==> src/rtl/pt_walker.sv <==
module pt_walker #(
  parameter int IDX1_W  = 3,
  parameter int IDX2_W  = 4,
  parameter int OFF_W   = 9,
  parameter int MEM_AW  = 12,
  parameter int MEM_DW  = 16,
  parameter int FRAME_W = 6
) (
  input  logic                               clk,
  input  logic                               rst_n,
  input  logic                               ptbr_load,
  input  logic [MEM_AW-1:0]                  ptbr_data,
  input  logic                               req_valid,
  output logic                               req_ready,
  input  logic [IDX1_W+IDX2_W+OFF_W-1:0]     req_vaddr,
  output logic                               rsp_valid,
  input  logic                               rsp_ready,
  output logic [FRAME_W+OFF_W-1:0]           rsp_paddr,
  output logic                               rsp_fault,
  output logic                               rsp_fault_lvl,
  output logic                               mem_req,
  output logic [MEM_AW-1:0]                  mem_addr,
  input  logic                               mem_rvalid,
  input  logic [MEM_DW-1:0]                  mem_rdata
);
  localparam int VA_W  = IDX1_W + IDX2_W + OFF_W;
  localparam int PA_W  = FRAME_W + OFF_W;
  localparam int VLD_B = MEM_DW - 1;

  typedef enum logic [1:0] {IDLE, READ_L1, READ_L2, RESP} walk_st_t;

  walk_st_t            st_q;
  logic                issued_q;
  logic [MEM_AW-1:0]   ptbr_q;
  logic [MEM_AW-1:0]   addr_q;
  logic [IDX2_W-1:0]   idx2_q;
  logic [OFF_W-1:0]    off_q;
  logic [FRAME_W-1:0]  frame_q;
  logic                fault_q;
  logic                lvl_q;

  logic                rd_done;
  logic                entry_ok;
  logic [MEM_AW-1:0]   idx1_ext;
  logic [MEM_AW-1:0]   idx2_ext;
  logic                unused_bits;

  assign idx1_ext    = MEM_AW'(req_vaddr[VA_W-1 -: IDX1_W]);
  assign idx2_ext    = MEM_AW'(idx2_q);
  assign rd_done     = issued_q && mem_rvalid;
  assign entry_ok    = mem_rdata[VLD_B];
  assign unused_bits = ^mem_rdata;

  assign req_ready     = (st_q == IDLE);
  assign rsp_valid     = (st_q == RESP);
  assign rsp_fault     = rsp_valid && fault_q;
  assign rsp_fault_lvl = rsp_valid && fault_q && lvl_q;
  assign rsp_paddr     = (rsp_valid && !fault_q) ? {frame_q, off_q} : '0;
  assign mem_req       = ((st_q == READ_L1) || (st_q == READ_L2)) && !issued_q;
  assign mem_addr      = addr_q;

  always_ff @(posedge clk) begin
    if (!rst_n) ptbr_q <= '0;
    else if (ptbr_load) ptbr_q <= ptbr_data;
  end

  always_ff @(posedge clk) begin
    if (!rst_n) begin
      st_q     <= IDLE;
      issued_q <= 1'b0;
      addr_q   <= '0;
      idx2_q   <= '0;
      off_q    <= '0;
      frame_q  <= '0;
      fault_q  <= 1'b0;
      lvl_q    <= 1'b0;
    end else begin
      case (st_q)
        IDLE: if (req_valid) begin
          addr_q   <= ptbr_q + idx1_ext;
          idx2_q   <= req_vaddr[OFF_W +: IDX2_W];
          off_q    <= req_vaddr[OFF_W-1:0];
          issued_q <= 1'b0;
          fault_q  <= 1'b0;
          lvl_q    <= 1'b0;
          st_q     <= READ_L1;
        end
        READ_L1: begin
          if (!issued_q) issued_q <= 1'b1;
          else if (rd_done) begin
            issued_q <= 1'b0;
            if (!entry_ok) begin
              fault_q <= 1'b1;
              lvl_q   <= 1'b0;
              st_q    <= RESP;
            end else begin
              addr_q <= mem_rdata[MEM_AW-1:0] + idx2_ext;
              st_q   <= READ_L2;
            end
          end
        end
        READ_L2: begin
          if (!issued_q) issued_q <= 1'b1;
          else if (rd_done) begin
            issued_q <= 1'b0;
            if (!entry_ok) begin
              fault_q <= 1'b1;
              lvl_q   <= 1'b1;
            end else begin
              frame_q <= mem_rdata[FRAME_W-1:0];
            end
            st_q <= RESP;
          end
        end
        RESP: if (rsp_ready) st_q <= IDLE;
        default: st_q <= IDLE;
      endcase
    end
  end

  AST_ACCEPT_READS: assert property (@(posedge clk) disable iff (!rst_n)
    req_valid && req_ready |=> mem_req && !req_ready);
  AST_ONE_PULSE: assert property (@(posedge clk) disable iff (!rst_n)
    mem_req |=> !mem_req && !req_ready);
  AST_RSP_HOLD: assert property (@(posedge clk) disable iff (!rst_n)
    rsp_valid && !rsp_ready |=> rsp_valid && $stable(rsp_paddr) && $stable(rsp_fault) && $stable(rsp_fault_lvl));
  AST_FAULT_NO_ADDR: assert property (@(posedge clk) disable iff (!rst_n)
    rsp_fault |-> rsp_valid && rsp_paddr == '0);
  AST_LVL_NEEDS_FAULT: assert property (@(posedge clk) disable iff (!rst_n)
    rsp_fault_lvl |-> rsp_fault);
  AST_IDLE_QUIET: assert property (@(posedge clk) disable iff (!rst_n)
    req_ready |-> !rsp_valid && !mem_req);
  AST_PA_WIDTH: assert property (@(posedge clk) disable iff (!rst_n)
    rsp_valid && !rsp_fault |=> !rsp_valid || $stable(rsp_paddr[PA_W-1:0]));
endmodule

==> config.mk <==
export PLATFORM = sky130hd
export DESIGN_NAME = pt_walker
export DESIGN_NICKNAME = d
export VERILOG_FILES = /design/src/rtl/pt_walker.sv
export SDC_FILE = /design/constraint.sdc
export NUM_CORES = 1
export LEC_CHECK = 0
export ABC_AREA = 1
export BUFFER_PORTS_ARGS = -buffer_cell sky130_fd_sc_hd__buf_2
export CAP_MARGIN = 20
export CORE_ASPECT_RATIO = 2
export CORE_MARGIN = 3
export CORE_UTILIZATION = 55
export DETAILED_ROUTE_END_ITERATION = 12
export GPL_TIMING_DRIVEN = 0
export PLACE_DENSITY = 0.84
export SYNTH_ARGS = -nofsm -noshare
export SYNTH_HDL_FRONTEND = slang
export SYNTH_SLANG_ARGS = --single-unit
==> constraint.sdc <==
create_clock -name clk -period 4.4 [get_ports clk]
set_clock_uncertainty 0.2 [all_clocks]
set_input_delay 0.88 -clock clk [delete_from_list [all_inputs] [get_ports clk]]
set_output_delay 0.88 -clock clk [all_outputs]
set_load 0.1 [all_outputs]
# --- Word level (Yosys, flattened, before mapping) ---
# Cells that the tools add are included.
op_classes:
  muxes: 26
  add_sub_neg: 2
  reduce_logical: 20
  n_eq_ne: 15
ops:
  columns: ["cell", "n"]
  rows:
  - ["$mux W12", 4]
  - ["$pmux W12 S2", 1]
  - ["$ne A2 B2 Y1 const B", 9]
  - ["$mux W15", 1]
  - ["$add A12 B3 Y12", 1]
  - ["$add A12 B4 Y12", 1]
  - ["$mux W2", 6]
  - ["$mux W1", 10]
  - ["$reduce_and A5 Y1", 2]
  - ["$pmux W2 S4", 1]
  - ["$reduce_and A8 Y1", 1]
  - ["$ne A2 B1 Y1 const B", 3]
  - ["$reduce_and A6 Y1", 1]
  - ["$logic_and A1 B1 Y1", 5]
  - ["$eq A2 B2 Y1 const B", 2]
  - ["$pmux W1 S2", 2]
  - ["$reduce_and A2 Y1", 2]
  - ["$reduce_and A4 Y1", 1]
  - ["$reduce_bool A2 Y1", 2]
  - ["$pmux W1 S3", 1]
  - ["$reduce_bool A3 Y1", 1]
  - ["$eq A2 B1 Y1 const B", 1]
  - ["$logic_not A1 Y1", 2]
  - ["$logic_not A2 Y1", 1]
  - ["other kinds (2)", 2]
word_totals:
  out_inout_bits: 32
  in_bits: 50
  wordCells: 72
  reg_bits: 48

# --- Logic depth before layout (Yosys ltp) ---
logic_depth:
  depth_word: 5
  mapped_depth: 13
  mapped_depth_nobuf: 13

# --- Least setup slack after synthesis ---
# Ideal clock, no wire load.
synth_path:
  path_kind: "register -> output"
  from: "register st_q[0]"
  to: "output rsp_paddr[10]"
  path_stages_with_launch: 5
  path_buffers: 1
  t_required_ps: 3320
  arrival_ps: 3039
  setup_slack_ps: 281
  path_cell_list: "dfxtp_1 -> ha_1 -> nand2_1 -> clkbuf_1 -> nor2_1"
synth_between:
  elab_chain_cells: 3
synth_lines:
  columns: ["element", "line_no", "source"]
  rows:
  - ["start: declaration", "32", "walk_st_t st_q;"]
  - ["start signal: assignment", "69", "st_q <= IDLE;"]
  - ["start signal: assignment", "86", "st_q <= READ_L1;"]
  - ["start signal: assignment", "95", "st_q <= RESP;"]
  - ["$eq A2 B2 Y1", "55", "assign rsp_valid = (st_q == RESP);"]
  - ["named net rsp_valid", "16", "output logic rsp_valid,"]
  - ["$logic_and A1 B1 Y1", "58", "assign rsp_paddr = (rsp_valid && !fault_q) ? {frame_q, off_q} : '0;"]
  - ["$mux W15", "58", null]
  - ["end: declaration", "18", "output logic [FRAME_W+OFF_W-1:0] rsp_paddr,"]
# The timed path passes the listed nets, and every way through them passes these cells.

# --- Worst setup path after layout ---
layout_path:
  from: "register st_q[0]"
  to: "output rsp_paddr[9]"
layout_between:
  elab_chain_cells: 3
layout_lines:
  columns: ["element", "line_no"]
  rows:
  - ["$eq A2 B2 Y1", "55"]
  - ["$logic_and A1 B1 Y1", "58"]
  - ["$mux W15", "58"]
# Every way passes these cells.

==> results.md <==
* Status: finished, final reports clean
* Total power at 1.88 mW
* Root Buffer: clkbuf_8
* GRT overflow at 0
* Placed cell count at 559
* Inserted Clock Buffers at 5
* Hold_ws at 0.258 ns
* Hpwl dp at 5890 µm
* Initial Utilization at 58.5%
* Synth Area per Inst at 6.50 µm²
* Longest Clk Path Bufs at 2
* Final Instance Area at 3300 µm²
* Worst-path clk slew at 0.09 ns
* Area growth syn-to-layout at 19.4%
* Core Area at 4730 µm²
* R2r worst-path depth at 13
* Maxcap violations at 0
* Worst Setup End Kind: output port
* Hold path depth at 2
* Setup crit start kind: flop
* Die Area at 5970 µm²
* Most frequent cells after synthesis: 73 x nand2_1, 70 x nor2_1, 66 x inv_1
* Initial DRC count at 120
* Top cell type's share of synthesized area at 34.7%
* First-pass GRT wire length at 12,200 µm
* Setup Fix Bufs, Post-CTS at 0
* Skew-Pair Late Insertion Delay at 0.31 ns
* Buffers on Ports at 78
* Final RePlAce weighted congestion at 0.931
* Max Fclk at 317 MHz
* Final min period at 3.15 ns
* Hold Startpoint: off_q[1]
* Wire per inst at 12.9 µm
* Slack of the critical path at 1.25 ns
* Die W at 56.2 µm
* Worst reg2reg startpoint: ptbr_q[0]
* Final hold vios at 0
* Tot GR Track Use at 25.7%
* Pre-antenna DRT Iters at 4
* CTS-repair resized insts at 0
* Mapped Cells at 426
* DRC Markers at 0
* TritonCTS clock tree: yes
* Clock sinks at 48
* Most frequent cell after synthesis: nand2_1
* Number of global-route vias before repair at 2,839
* Post-synth EDFFs at 0
* Nets at 576
* Vias/cell at 5.23
* Sequential share of the synthesized area at 34.7%
* # setup viols final at 0
* # IOs at 82
* Top FF cell, synth: dfxtp_1
* Finished Layout Cells at 566
* RSZ-0062 raised after global routing: no
* Mapped Area at 2770 µm²
* H-tree depth reported by CTS at 2
* Post-Syn Nets at 491
* Die Y at 106 µm
* Vias at 2,960
* Synth async-reset ratio at 0%
* Hold Crit Class: flop to flop
* Drt total wl at 7280 µm
* Flop2flop setup slack at 2.34 ns
* Leakage power figure at 1.69 nW
* Hold Path End: off_q[1]
* Critical Path AT at 2.07 ns
* Worst R2R End: mem_addr[10]
* Tcrit/Tclk final at 71.7%
* Req. time, crit path at 3.32 ns
* Crit-path max FO at 10
* Cell Area, Placed at 3230 µm²
* Ranking of synthesized cells by area: dfxtp_1 35%, nand2_1 9.9%, nor2_1 9.5%
* Final setup TNS at 0 ns
* Netlist cell types at 29
* Max-slew violations at 0
* Max-slew headroom at 67.4%
* Cell Pwr Density at 569 nW/µm²
* # hold bufs at CTS at 0
* Actual slew at the worst max-slew pin at 0.493 ns
* WS Path Type: flop to output port
* Largest net degree at the start of global routing at 14
* Layout cell share with drive strength beyond 1 at 19.2%
* # diodes at 0
* Antenna-violating nets left at 0
* Final core utilization at 69.9%
* Row count at 35
* Place WS at 1.61 ns
* Area leader, netlist: dfxtp_1
* Max IR drop VDD at 0.566 mV
* Synth Warn # at 0
* Synth Register Bits at 48
* Initial antenna violation count at 0
-- layout make-up --
| type | count | area, µm² |
|---|---|---|
| buffer | 13 | 66.3 |
| clock buffer | 6 | 72.6 |
| clock inverter | 1 | 5.00 |
| fill | 450 | 1430 |
| inverter | 67 | 251 |
| multi-input combinational | 298 | 1490 |
| sequential | 48 | 961 |
| tap | 55 | 68.8 |
| timing repair buffer | 78 | 390 |
-- cells by family after synthesis --
kind of cell             after synthesis  synth area share, %
adder cells (fa/ha/maj)               15                 7.32
XOR/XNOR                               1                0.317
AO/OA/AOI/OAI                         92                 17.2
flip-flops                            48                 34.7
AND/OR/NAND/NOR                      190                 28.9
buffers and inverters                 80                 11.5
-- worst max-delay path by stage --
stage,depth (start not counted),start,slack (ns),to
after global placement,5,st_q[0],1.65,rsp_paddr[4]
after detailed placement,5,st_q[0],1.61,rsp_paddr[6]
after CTS,5,st_q[0],1.27,rsp_paddr[6]
final,5,st_q[0],1.25,rsp_paddr[9]
after floorplan,4,st_q[0],0.28,rsp_paddr[10]
after global routing,5,st_q[0],1.11,rsp_paddr[11]
-- placed cells by master, fill, tap and decap left out --
| cell type | instances |
|---|---|
| buf_2 | 80 |
| nand2_1 | 73 |
| nor2_1 | 70 |
| inv_1 | 66 |
| dfxtp_1 | 48 |
| o21ai_0 | 45 |
| a21oi_1 | 35 |
| nand3_1 | 33 |
| ha_1 | 13 |
| clkbuf_1 | 9 |
| o21ai_1 | 5 |
| clkbuf_8 | 5 |
| nand2_2 | 3 |
| nor2_2 | 3 |
| nand3b_1 | 3 |
| buf_4 | 2 |
| a31oi_1 | 2 |
| nand4_1 | 2 |
| fa_1 | 2 |
| clkinv_1 | 1 |
| o21ai_2 | 1 |
| nor2_4 | 1 |
| o21bai_1 | 1 |
| buf_6 | 1 |
| nand3_2 | 1 |
| nor3_1 | 1 |
| a21o_1 | 1 |
| xor2_1 | 1 |
| o22ai_1 | 1 |
| a221oi_1 | 1 |
| clkinv_2 | 1 |
-- per-layer routing --
layer / global-route usage (%) / part of all wire (%) / wire length, µm / vias to the layer above
met3: 3.89 / 4.7 / 341 / 31
met1: 24.2 / 35 / 2550 / 1306
li1: - / - / - / 1522
met2: 48.9 / 54 / 3950 / 101
met5: 0 / 0 / 0 / -
met4: 17.0 / 6.1 / 446 / 0
-- power breakdown --
part	internal, mW	switching [mW]
logic	0.254	0.782
registers	0.533	0.0540
clock network	0.108	0.147
total	0.896	0.983
-- sequential cells by signal, summed over array words and instances (netlist names) --
name and count:
issued_q 1, mem_addr 12, idx2_q 4, frame_q 6
ptbr_q 12, st_q 2, off_q 9, lvl_q 1
fault_q 1
-- worst max-delay path, stage by stage (launching register included) --
cell and delay [ns]:
dfxtp_1 0.45, ha_1 0.26, nand2_1 0.19, clkbuf_1 0.27
nor2_1 0.15, buf_2 0.44
Power figures use the tool's default switching activity.
